$ cat config.mk
export PLATFORM = sky130hd
export DESIGN_NAME = unlock_seq_detector
export DESIGN_NICKNAME = d
export VERILOG_FILES = /design/src/rtl/unlock_seq_pkg.sv /design/src/rtl/unlock_seq_datapath.sv /design/src/rtl/unlock_seq_control.sv /design/src/rtl/unlock_seq_detector.sv
export SDC_FILE = /design/constraint.sdc
export NUM_CORES = 1
export LEC_CHECK = 0
export ABC_AREA = 1
export BUFFER_PORTS_ARGS = -buffer_cell sky130_fd_sc_hd__buf_2
export CORE_MARGIN = 2
export CORE_UTILIZATION = 45
export DETAILED_ROUTE_END_ITERATION = 16
export GPL_ROUTABILITY_DRIVEN = 0
export PLACE_DENSITY = 0.73
export RECOVER_POWER = 100
export SETUP_SLACK_MARGIN = 0.02
export SYNTH_ARGS = -nofsm -noshare
export SYNTH_HDL_FRONTEND = slang
export SYNTH_SLANG_ARGS = --single-unit
$ cat constraint.sdc
create_clock -name clk -period 3.7 [get_ports clk]
set_clock_uncertainty 0.05 [all_clocks]
set_input_delay 0.37 -clock clk [delete_from_list [all_inputs] [get_ports clk]]
set_output_delay 0.37 -clock clk [all_outputs]
set_load 0.05 [all_outputs]
$ cat src/rtl/unlock_seq_pkg.sv
package unlock_seq_pkg;

  localparam int ADDR_W     = 13;
  localparam int PREFIX_LEN = 5;
  localparam int STEP_W     = $clog2(PREFIX_LEN + 1);

  typedef logic [ADDR_W-1:0] addr_t;

  localparam addr_t STORE_CODE  = 13'h0F0F;
  localparam addr_t RECALL_CODE = 13'h0F0E;

  // Prefix reads, in the order they must arrive.
  function automatic addr_t prefixCode(input int idx);
    case (idx)
      0:       return 13'h0000;
      1:       return 13'h1555;
      2:       return 13'h0AAA;
      3:       return 13'h1FFF;
      default: return 13'h10F0;
    endcase
  endfunction

  // Strobes from the control module to the datapath.
  typedef struct packed {
    logic issueStore;
    logic issueRecall;
    logic squash;
  } ctrlStrobe_t;

endpackage

$ cat src/rtl/unlock_seq_datapath.sv
module unlock_seq_datapath
  import unlock_seq_pkg::*;
#(
  parameter int NUM_PREFIX = PREFIX_LEN
) (
  input  logic                  clk,
  input  logic                  rstN,
  input  logic                  ceN,
  input  logic                  weN,
  input  addr_t                 addr,
  input  ctrlStrobe_t           strobe,
  output logic                  ceFall,
  output logic                  isWrite,
  output logic [NUM_PREFIX-1:0] prefixHit,
  output logic                  storeHit,
  output logic                  recallHit,
  output logic                  storeReq,
  output logic                  recallReq,
  output logic                  ignoreCycle
);

  logic ceNq;

  always_ff @(posedge clk or negedge rstN) begin
    if (!rstN) ceNq <= 1'b1;
    else       ceNq <= ceN;
  end

  assign ceFall  = ceNq & ~ceN;
  assign isWrite = ~weN;

  for (genvar g = 0; g < NUM_PREFIX; g++) begin : g_prefix_cmp
    assign prefixHit[g] = (addr == prefixCode(g));
  end

  assign storeHit  = (addr == STORE_CODE);
  assign recallHit = (addr == RECALL_CODE);

  always_ff @(posedge clk or negedge rstN) begin
    if (!rstN) begin
      storeReq    <= 1'b0;
      recallReq   <= 1'b0;
      ignoreCycle <= 1'b0;
    end else begin
      storeReq    <= strobe.issueStore;
      recallReq   <= strobe.issueRecall;
      ignoreCycle <= strobe.squash;
    end
  end

  // the two requests are exclusive.
  p_exclusive_req_r8: assert property (@(posedge clk) disable iff (!rstN)
    !(storeReq && recallReq));

  // a save request lasts one clock.
  p_store_pulse_r2: assert property (@(posedge clk) disable iff (!rstN)
    storeReq |=> !storeReq);

  // a restore request lasts one clock.
  p_recall_pulse_r3: assert property (@(posedge clk) disable iff (!rstN)
    recallReq |=> !recallReq);

  // a request only follows a sampled enable fall.
  p_req_after_fall_r4: assert property (@(posedge clk) disable iff (!rstN)
    (storeReq || recallReq) |-> $past(ceFall));

  // the access that raises a request is also marked for discard.
  p_req_marks_ignore_r9: assert property (@(posedge clk) disable iff (!rstN)
    (storeReq || recallReq) |-> ignoreCycle);

endmodule

$ cat src/rtl/unlock_seq_control.sv
module unlock_seq_control
  import unlock_seq_pkg::*;
#(
  parameter int NUM_PREFIX = PREFIX_LEN,
  localparam int SW = $clog2(NUM_PREFIX + 1)
) (
  input  logic                  clk,
  input  logic                  rstN,
  input  logic                  ceFall,
  input  logic                  isWrite,
  input  logic [NUM_PREFIX-1:0] prefixHit,
  input  logic                  storeHit,
  input  logic                  recallHit,
  input  logic                  engineIdle,
  output ctrlStrobe_t           strobe
);

  logic [SW-1:0] step, nextStep;
  logic          atFinal;
  logic          expectHit;

  assign atFinal = (step == SW'(NUM_PREFIX));

  always_comb begin
    expectHit = 1'b0;
    for (int k = 0; k < NUM_PREFIX; k++) begin
      if (step == SW'(k)) expectHit = prefixHit[k];
    end
  end

  always_comb begin
    nextStep = step;
    strobe   = '0;
    if (ceFall) begin
      if (!engineIdle) begin
        strobe.squash = 1'b1;
        nextStep      = '0;
      end else if (isWrite) begin
        nextStep = '0;
      end else if (atFinal && storeHit) begin
        strobe.issueStore = 1'b1;
        strobe.squash     = 1'b1;
        nextStep          = '0;
      end else if (atFinal && recallHit) begin
        strobe.issueRecall = 1'b1;
        strobe.squash      = 1'b1;
        nextStep           = '0;
      end else if (expectHit) begin
        nextStep = step + SW'(1);
      end else if (prefixHit[0]) begin
        nextStep = SW'(1);
      end else begin
        nextStep = '0;
      end
    end
  end

  always_ff @(posedge clk or negedge rstN) begin
    if (!rstN) step <= '0;
    else       step <= nextStep;
  end

  // progress moves only at a sampled enable fall.
  p_step_on_fall_r4: assert property (@(posedge clk) disable iff (!rstN)
    !$stable(step) |-> $past(ceFall));

  // a write leaves the progress at idle.
  p_write_abort_r5: assert property (@(posedge clk) disable iff (!rstN)
    (ceFall && isWrite) |=> (step == '0));

  // a busy engine clears progress.
  p_busy_clears_r8: assert property (@(posedge clk) disable iff (!rstN)
    (ceFall && !engineIdle) |=> (step == '0));

  // the progress never runs past the final step.
  p_step_bound_r10: assert property (@(posedge clk) disable iff (!rstN)
    step <= SW'(NUM_PREFIX));

endmodule

$ cat src/rtl/unlock_seq_detector.sv
module unlock_seq_detector
  import unlock_seq_pkg::*;
(
  input  logic              clk,
  input  logic              rstN,
  input  logic              ceN,
  input  logic              weN,
  input  logic [ADDR_W-1:0] addr,
  input  logic              engineIdle,
  output logic              storeReq,
  output logic              recallReq,
  output logic              ignoreCycle
);

  ctrlStrobe_t           strobe;
  logic                  ceFall;
  logic                  isWrite;
  logic [PREFIX_LEN-1:0] prefixHit;
  logic                  storeHit;
  logic                  recallHit;

  unlock_seq_datapath #(.NUM_PREFIX(PREFIX_LEN)) u_datapath (
    .clk         (clk),
    .rstN        (rstN),
    .ceN         (ceN),
    .weN         (weN),
    .addr        (addr),
    .strobe      (strobe),
    .ceFall      (ceFall),
    .isWrite     (isWrite),
    .prefixHit   (prefixHit),
    .storeHit    (storeHit),
    .recallHit   (recallHit),
    .storeReq    (storeReq),
    .recallReq   (recallReq),
    .ignoreCycle (ignoreCycle)
  );

  unlock_seq_control #(.NUM_PREFIX(PREFIX_LEN)) u_control (
    .clk        (clk),
    .rstN       (rstN),
    .ceFall     (ceFall),
    .isWrite    (isWrite),
    .prefixHit  (prefixHit),
    .storeHit   (storeHit),
    .recallHit  (recallHit),
    .engineIdle (engineIdle),
    .strobe     (strobe)
  );

endmodule

==> results.json, run 1 <==
{
  "routed_via_density": 5.094,
  "r2r_slack_ns": 1.96,
  "row_count": 13,
  "area_growth_pct": 22.69,
  "vdd_drop_max_mv": 0.1691,
  "synth_top_cell_by_area": "dfrtp_1",
  "synthesis.nets": 121,
  "synth-edff-count": 0,
  "finalSetupTns_ns": 0,
  "clock.fmax_ghz": 0.5743,
  "maxSlewHeadroom": 0.6053,
  "status": "complete, no violations",
  "clockBufferDepth": 2,
  "h-tree-depth": 1,
  "drt-total-wl_mm": 1.414,
  "diodes": 0,
  "ys_ff_latch": 7,
  "p_total_uw": 177.6,
  "fin_crit_sh": 0.4706,
  "die_y_um": 41.21,
  "finish.instance_area_sq_um": 764.5,
  "finalWorstPathRequiredPeriod_ns": 1.741,
  "clock_sinks": 7,
  "cp.required_ns": 3.84,
  "avgSynthCellArea_sq_um": 6.358,
  "cp.depth": 14,
  "cts_tree": "done",
  "timing.rr.start": "u_control.step[1]$_DFFE_PN0P_",
  "antenna_left": 0,
  "startpoint": "u_control.step[1]$_DFFE_PN0P_",
  "core-area_sq_um": 1301,
  "cts_setup_buffers": 0,
  "placed_cell_area_sq_um": 742.0,
  "worst_pin_slew_ns": 0.5947,
  "cpMaxStageDelayCell": "dfrtp_1",
  "worstSetupStartpointType": "flop",
  "crit_chain": "inv_1, ha_1, inv_1, nor2_1, nand2_1, nor2_1, nand2_1, nand3_1, nand2_1, nand3_1, nand2_1, nand2_1, nand3_1, nand2_1",
  "track_usage": 0.1946,
  "slew_viol_final": 0,
  "ys_top_cells_by_count": "24 x nand2_1, 18 x nor2_1, 13 x inv_1",
  "grt_pass1_vias": 591,
  "n_fill_cell": 138,
  "root_buffer": "clkbuf_4",
  "routedWlPerCell_um": 10.25,
  "start_util": 0.4788,
  "antenna_found_initial": 0,
  "portBuffers": 20,
  "cp-endpoint": "u_control.step[0]$_DFFE_PN0P_",
  "clkTransAtPathRegs_ns": 0.05,
  "initialDrtViolationCount": 19,
  "place_hpwl_mm": 1.173,
  "hp-class": "in2reg",
  "cts_buffers": 3,
  "reg2reg_depth": 14,
  "drcViolationCount": 0,
  "arrival_ns": 1.88,
  "rsz0062_at_grt": "false",
  "syn_area_sq_um": 623.1,
  "final_util": 0.5875,
  "power_density_nw_per_um2": 232.3,
  "setup_viol": 0,
  "hold_viol_final": 0,
  "crit_buf_inv": 2,
  "cp_top_family": "simple AND/OR/NAND/NOR gates",
  "critPathMaxFanout": 3,
  "grt_max_degree": 8,
  "synth-main-ff-cell": "dfrtp_1",
  "post_cts_resized": 0,
  "critPathMaxStageDelay_ns": 0.40,
  "grt_pass1_wl_mm": 2.145,
  "num_vias": 703,
  "drive_gt1_frac": 0.2033,
  "die_x_um": 41.21,
  "synth_top_area_frac": 0.2410,
  "setup_slack_ns": 1.959,
  "die_area_sq_um": 1698,
  "ios": 21,
  "clk_latency_ns": 0.26,
  "dp_slack_ns": 2.000,
  "leakage_uw": 0.0003801,
  "async_flop_share": 1.000,
  "dr.pass1.iters": 4,
  "yosysUniqueCellTypes": 17,
  "maxCapViolCount": 0,
  "synthCells": 98,
  "yosysMostFrequentCell": "nand2_1",
  "synthTopCellsByArea": "dfrtp_1 24%, nand2_1 14%, nor2_1 11%, ha_1 10%, nand3_1 8.0%",
  "seq_area_frac_synth": 0.2831,
  "num-nets-final": 147,
  "synth_warnings": 0,
  "overflow": 0,
  "path_common_cell": "nand2_1",
  "timing.rr.end": "u_control.step[0]$_DFFE_PN0P_",
  "worstSetupPathType": "reg2reg",
  "crit_path_end_kind": "flop"
}
worst reg2reg max path, cell delays in order (launching register included):
cell and delay, ns:
dfrtp_1 0.40, inv_1 0.11, ha_1 0.22, inv_1 0.06, nor2_1 0.09, nand2_1 0.06
nor2_1 0.13, nand2_1 0.07, nand3_1 0.08, nand2_1 0.05, nand3_1 0.08, nand2_1 0.09
nand2_1 0.07, nand3_1 0.06, nand2_1 0.06
cells by family (layout without fill, tap and decap cells):
group | count (synthesis) | in the layout | synth area share
and+or+nand+nor | 67 | 67 | 0.4840
buffers and inverters | 15 | 40 | 0.09037
adders and majority gates | 5 | 5 | 0.1004
DFF | 7 | 7 | 0.2831
AOI/OAI and AO/OA | 4 | 4 | 0.04216
sequential cells by signal (all words and copies together) (netlist names):
name / flops
u_datapath.recallReq: 1
u_control.step: 3
u_datapath.ceNq: 1
u_datapath.ignoreCycle: 1
u_datapath.storeReq: 1
timing repair:
| action | CTS | global route |
|---|---|---|
| hold endpoints to repair | 6 | 0 |
| setup endpoints to repair | 0 | 0 |
| hold buffers | 1 | 0 |
stage by stage:
stage,hold WS (ns),cells
after global routing,0.1662,138
after global placement,0.1551,133
after CTS,0.1728,138
final,0.1634,138
after detailed placement,0.1587,133
after floorplan,0.02441,98
how the worst min path moves through the flow:
stage,from,cells after the start,endpoint,slack [ns]
global placement,rstN,1,u_datapath.recallReq$_DFF_PN0_,0.16
CTS,ceN,1,u_datapath.ceNq$_DFF_PN1_,0.17
floorplan,rstN,0,u_control.step[0]$_DFFE_PN0P_,0.02
detailed placement,rstN,1,u_datapath.recallReq$_DFF_PN0_,0.16
finish,ceN,1,u_datapath.ceNq$_DFF_PN1_,0.16
global route,ceN,1,u_datapath.ceNq$_DFF_PN1_,0.17
metal layers:
metal | vias to the layer above | part of all wire | GRT usage
li1 | 367 | - | -
met1 | 319 | 0.45 | 0.2157
met2 | 15 | 0.48 | 0.3398
met3 | 2 | 0.059 | 0.08152
met4 | 0 | 0.0085 | 0.04839
met5 | - | 0 | 0
final cells by class:
cell class / count / area (sq um) / share of cell area
well taps: 15 / 18.77 / 0.02455
inverters: 15 / 56.30 / 0.07365
flip-flops and latches: 7 / 176.4 / 0.2308
multi-input cells: 76 / 382.9 / 0.5008
repair buffers: 21 / 103.9 / 0.1358
clock buffers: 4 / 26.28 / 0.03437
power breakdown:
| part | internal (uW) | switching, uW | total, uW |
|---|---|---|---|
| clock network | 41.2 | 28.5 | 69.7 |
| registers | 78.1 | 0.244 | 78.3 |
| logic | 11.2 | 18.4 | 29.6 |
| total | 130 | 47.2 | 178 |
placed cells by master, fill, tap and decap left out:
master | Yosys | layout
inv_1 | 13 | 13
ha_1 | 5 | 5
nor2_1 | 18 | 18
nor3_1 | 4 | 4
nand3_1 | 10 | 11
dlygate4sd3_1 | 0 | 1
dfrtp_1 | 6 | 6
nand2_1 | 24 | 25
dfstp_2 | 1 | 1
buf_2 | 0 | 15
a21oi_2 | 1 | 1
nor3b_1 | 1 | 1
a21oi_1 | 1 | 1
inv_2 | 2 | 2
clkbuf_4 | 0 | 3
nor2_2 | 3 | 3
clkbuf_1 | 0 | 6
nand4_1 | 5 | 5
o22ai_1 | 2 | 2
Note: power is estimated with default switching activity, not from simulation.
==> run 2, diff against run 1 <==
Settings changed: CORE_UTILIZATION 45 to 43.
Clock period 3.7 ns to 1.4 ns, I/O delays scaled along.
==> results.json, run 2 (synthesis gave the netlist of run 1 again) <==
{
  "grt_use_met2": 0.3281,
  "drcViolationCount": 0,
  "critPathMaxFanout": 3,
  "initialDrtViolationCount": 12,
  "worstSetupStartpointType": "flop",
  "grt_max_degree": 8,
  "slew_viol_final": 0,
  "overflow": 0,
  "reg2reg_depth": 14,
  "finalWorstPathRequiredPeriod_ns": 1.559,
  "num-nets-final": 154,
  "path_common_cell": "nand2_1",
  "drt-total-wl_mm": 1.492,
  "dp.cells": 137,
  "place_hpwl_mm": 1.207,
  "final_cell_count_no_fill": 145,
  "cp.depth": 14,
  "clock_sinks": 7,
  "ios": 21,
  "drive_gt1_frac": 0.3154,
  "track_usage": 0.1868,
  "cts_tree": "done",
  "leakage_uw": 0.0004210,
  "die_x_um": 42.07,
  "routedWlPerCell_um": 10.29,
  "cts_buffers": 3,
  "crit_buf_inv": 2,
  "diodes": 0,
  "num_vias": 717,
  "hold_viol_final": 0,
  "critPathMaxStageDelay_ns": 0.39,
  "die_area_sq_um": 1769,
  "maxSlewHeadroom": 0.6056,
  "h-tree-depth": 1,
  "clock.fmax_ghz": 0.6413,
  "grt_pass1_wl_mm": 2.559,
  "cp_top_family": "simple AND/OR/NAND/NOR gates",
  "arrival_ns": 1.69,
  "final_common_cell": "nand2_1",
  "routed_via_density": 4.945,
  "cp.required_ns": 1.53,
  "worstSetupPathType": "reg2reg",
  "met1_usage": 0.2175,
  "antenna_left": 0,
  "maxCapViolCount": 0,
  "grt_use_met3": 0.06897,
  "row_count": 13,
  "timing.rr.end": "u_control.step[0]$_DFFE_PN0P_",
  "grt_pass1_vias": 676,
  "clkTransAtPathRegs_ns": 0.05,
  "fin_crit_sh": 1.114,
  "final_util": 0.6407,
  "core-area_sq_um": 1334,
  "power_density_nw_per_um2": 548.5,
  "crit_chain": "inv_2, ha_4, inv_1, nor2_1, nand2_1, nor2_1, nand2_1, nand3_1, nand2_1, nand3_2, nand2_2, nand2_1, nand3_1, nand2_1",
  "dr.pass1.iters": 6,
  "hp-class": "in2reg",
  "r2r_slack_ns": -0.16,
  "status": "finished with violations",
  "violations": "setup timing",
  "largest-register": "u_control.step",
  "start_util": 0.4672,
  "antenna_found_initial": 0,
  "timing.rr.start": "u_control.step[1]$_DFFE_PN0P_",
  "cp-endpoint": "u_control.step[0]$_DFFE_PN0P_",
  "final_cell_mix": "24 x nand2_1, 17 x nor2_1, 15 x buf_2, 11 x inv_1, 10 x nand3_1",
  "worst_pin_slew_ns": 0.5941,
  "setup_slack_ns": -0.1594,
  "portBuffers": 20,
  "largest_reg_flops": 3,
  "vdd_drop_max_mv": 0.5311,
  "die_y_um": 42.07,
  "n_fill_cell": 130,
  "clk_latency_ns": 0.25,
  "rsz0062_at_grt": "true",
  "clockBufferDepth": 2,
  "setup_viol": 4,
  "busiest_layer": "met2",
  "root_buffer": "clkbuf_4",
  "startpoint": "u_control.step[1]$_DFFE_PN0P_",
  "cpMaxStageDelayCell": "dfrtp_1",
  "area_growth_pct": 37.15,
  "crit_path_end_kind": "flop"
}
-- run 2: changes by cell type in the layout (fill, tap and decap cells not counted), sizes merged --
cell,change
dlygate4sd3,+1
buf,+6
-- run 2: metal layers --
metal	up-vias	part of all wire
met5	-	0
met4	0	0.0054
met3	2	0.048
met2	24	0.48
met1	311	0.46
li1	380	-
-- run 2: how the worst min path moves through the flow --
| stage | startpoint | to | slack [ns] | depth (start not counted) |
|---|---|---|---|---|
| 4_1_cts | engineIdle | u_datapath.ignoreCycle$_DFF_PN0_ | 0.03 | 2 |
| 5_1_grt | engineIdle | u_datapath.ignoreCycle$_DFF_PN0_ | 0.03 | 2 |
| 6_report | engineIdle | u_datapath.ignoreCycle$_DFF_PN0_ | 0.04 | 2 |
| 3_3_place_gp | rstN | u_datapath.storeReq$_DFF_PN0_ | -0.07 | 1 |
| 2_1_floorplan | rstN | u_control.step[0]$_DFFE_PN0P_ | -0.21 | 0 |
| 3_5_place_dp | rstN | u_datapath.storeReq$_DFF_PN0_ | -0.07 | 1 |
-- run 2: stage by stage --
step / TNS [ns] / setup slack, ns / hold WS, ns / power [uW] / cell area, sq um
floorplan: -0.03902 / -0.03902 / -0.2056 / 240.7 / 625.6
global placement: -0.4618 / -0.1743 / -0.07180 / 287.6 / 774.5
detailed placement: -0.5085 / -0.1843 / -0.07070 / 289.0 / 774.5
CTS: -0.2480 / -0.1109 / 0.03351 / 475.9 / 849.6
global route: -0.8397 / -0.2600 / 0.03099 / 504.7 / 854.6
finish: -0.3892 / -0.1594 / 0.03912 / 468.7 / 854.6
-- run 2: layout make-up --
type | instances | area, sq um | share of cell area
sequential | 7 | 177.7 | 0.2079
timing repair buffer | 28 | 158.9 | 0.1859
multi-input combinational | 76 | 416.7 | 0.4876
clock buffer | 4 | 26.28 | 0.03075
inverter | 15 | 56.30 | 0.06589
tap | 15 | 18.77 | 0.02196
-- run 2: timing repair --
action / in CTS / in global routing
resized for setup: 4 / 3
buffers inserted: 2 / 0
setup endpoints to repair: 4 / 5
pin swaps: 0 / 6
hold buffers: 2 / 0
endpoints found under the hold margin: 8 / 0
gates cloned: 0 / 0
-- run 2: worst register-to-register path: stages, from the launching register on --
cell	delay (ns)
dfrtp_1	0.39
inv_2	0.09
ha_4	0.15
inv_1	0.04
nor2_1	0.07
nand2_1	0.05
nor2_1	0.11
nand2_1	0.07
nand3_1	0.08
nand2_1	0.07
nand3_2	0.07
nand2_2	0.06
nand2_1	0.06
nand3_1	0.06
nand2_1	0.07
-- run 2: where the power goes --
group	switching [uW]	leakage, uW	internal (uW)
combinational	50.3	0.000314	33.5
clock	69.6	0.0000150	108
sequential	0.510	0.0000922	206
total	120	0.000421	348
==> run 3, diff against run 2 <==
Settings changed: CORE_UTILIZATION 43 to 32, PLACE_DENSITY 0.73 to unset.
==> results.json, run 3 (synthesis gave the netlist of run 1 again) <==
{
  "root_buffer": "clkbuf_4",
  "cpMaxStageDelayCell": "dfrtp_2",
  "die_area_sq_um": 2316,
  "maxSlewHeadroom": 0.5990,
  "critPathMaxStageDelay_ns": 0.44,
  "cp_top_family": "simple AND/OR/NAND/NOR gates",
  "area_growth_pct": 44.18,
  "finalWorstPathRequiredPeriod_ns": 1.532,
  "routedWlPerCell_um": 9.949,
  "drt-total-wl_mm": 1.572,
  "overflow": 0,
  "core-area_sq_um": 1783,
  "grt_use_met2": 0.2587,
  "n_fill_cell": 176,
  "hp-class": "in2reg",
  "clkTransAtPathRegs_ns": 0.05,
  "violations": "setup timing",
  "antenna_left": 0,
  "setup_slack_ns": -0.1323,
  "portBuffers": 20,
  "worstSetupPathType": "reg2reg",
  "num_vias": 727,
  "start_util": 0.3495,
  "h-tree-depth": 1,
  "grt_pass1_vias": 638,
  "r2r_slack_ns": -0.13,
  "hold_viol_final": 0,
  "largest_reg_flops": 3,
  "power_density_nw_per_um2": 521.9,
  "cp.required_ns": 1.53,
  "diodes": 0,
  "maxCapViolCount": 0,
  "critPathMaxFanout": 4,
  "leakage_uw": 0.0004341,
  "track_usage": 0.1422,
  "crit_path_end_kind": "flop",
  "busiest_layer": "met2",
  "crit_buf_inv": 1,
  "worst_pin_slew_ns": 0.6041,
  "routed_via_density": 4.601,
  "ios": 21,
  "arrival_ns": 1.66,
  "final_util": 0.5039,
  "drive_gt1_frac": 0.3534,
  "grt_pass1_wl_mm": 2.297,
  "clock_sinks": 7,
  "initialDrtViolationCount": 12,
  "dp_slack_ns": -0.1650,
  "grt_use_met3": 0.05556,
  "num-nets-final": 157,
  "status": "finished with violations",
  "die_y_um": 48.13,
  "setup_viol": 3,
  "cp.depth": 11,
  "clock.fmax_ghz": 0.6526,
  "final_common_cell": "nand2_1",
  "antenna_found_initial": 0,
  "clk_latency_ns": 0.24,
  "cts_buffers": 3,
  "reg2reg_depth": 11,
  "met1_usage": 0.1618,
  "place_hpwl_mm": 1.250,
  "dr.pass1.iters": 4,
  "rsz0062_at_grt": "true",
  "cts_tree": "done",
  "grt_max_degree": 8,
  "largest-register": "u_control.step",
  "drcViolationCount": 0,
  "die_x_um": 48.13,
  "hold_depth": 2,
  "fin_crit_sh": 1.095,
  "slew_viol_final": 0,
  "final_cell_mix": "23 x nand2_1, 17 x nor2_1, 15 x buf_2, 10 x inv_1, 10 x nand3_1",
  "vdd_drop_max_mv": 0.3692,
  "crit_chain": "inv_2, ha_1, nor3b_1, nand3_1, nand3_1, nand2_1, nand3_2, nand2_2, nand2_1, nand3_1, nand2_1",
  "worstSetupStartpointType": "flop",
  "row_count": 15,
  "clockBufferDepth": 2
}
## run 3: cell types whose count changed in the layout (fill, tap and decap cells not counted)
cell     change
nand2_2      +1
buf_4        +3
nor3_2       +1
nor3_1       -1
nor3b_2      -1
o22ai_2      +1
inv_1        -1
nand2_1      -1
inv_2        +1
o22ai_1      -1
nor3b_1      +1
## run 3: layout make-up
type | instances | area [sq um] | share of cell area
tap | 25 | 31.28 | 0.03482
clock buffer | 4 | 26.28 | 0.02925
sequential | 7 | 177.7 | 0.1978
multi-input combinational | 76 | 425.4 | 0.4735
inverter | 15 | 56.30 | 0.06267
timing repair buffer | 31 | 181.4 | 0.2019
## run 3: worst paths after layout
check | start | endpoint
worst max-delay path | u_control.step[0]$_DFFE_PN0P_ | u_control.step[0]$_DFFE_PN0P_
worst min-delay path | engineIdle | u_datapath.ignoreCycle$_DFF_PN0_
worst max register to register | u_control.step[0]$_DFFE_PN0P_ | u_control.step[0]$_DFFE_PN0P_
worst min register to register | u_control.step[0]$_DFFE_PN0P_ | u_control.step[0]$_DFFE_PN0P_
max in group asynchronous | rstN | u_datapath.ceNq$_DFF_PN1_
min in group asynchronous | rstN | u_datapath.storeReq$_DFF_PN0_
## run 3: metal layers
layer  wire (um)  part of all wire
met4           0                 0
met1         728              0.46
met5           0                 0
met2         772              0.49
met3          71             0.045
## run 3: repair_timing
action	CTS	global route
pin swaps	0	6
hold endpoints to repair	8	0
gates resized for setup	5	6
hold buffers	2	0
setup buffers	1	1
endpoints found under the setup margin	4	5
## run 3: worst register-to-register path, stage by stage (launching register included)
cell and delay [ns]:
dfrtp_2 0.44, inv_2 0.07, ha_1 0.15, nor3b_1 0.19
nand3_1 0.09, nand3_1 0.07, nand2_1 0.06, nand3_2 0.07
nand2_2 0.07, nand2_1 0.06, nand3_1 0.06, nand2_1 0.07
## run 3: power breakdown
part | leakage (uW) | switching, uW | internal (uW)
combinational | 0.000327 | 51.3 | 34.4
clock | 0.0000150 | 67.8 | 108
sequential | 0.0000922 | 0.588 | 206
total | 0.000434 | 120 | 349
## run 3: per-stage QoR
stage	setup TNS, ns	cells	hold WS [ns]	area [sq um]	power (uW)
floorplan	-0.03902	98	-0.2056	625.6	240.7
global placement	-0.4753	150	-0.07362	809.5	288.5
detailed placement	-0.5034	150	-0.06986	809.5	290.4
CTS	-0.3052	157	0.02630	882.1	479.7
global route	-0.7668	158	0.01707	898.4	500.9
finish	-0.2810	158	0.03409	898.4	468.8
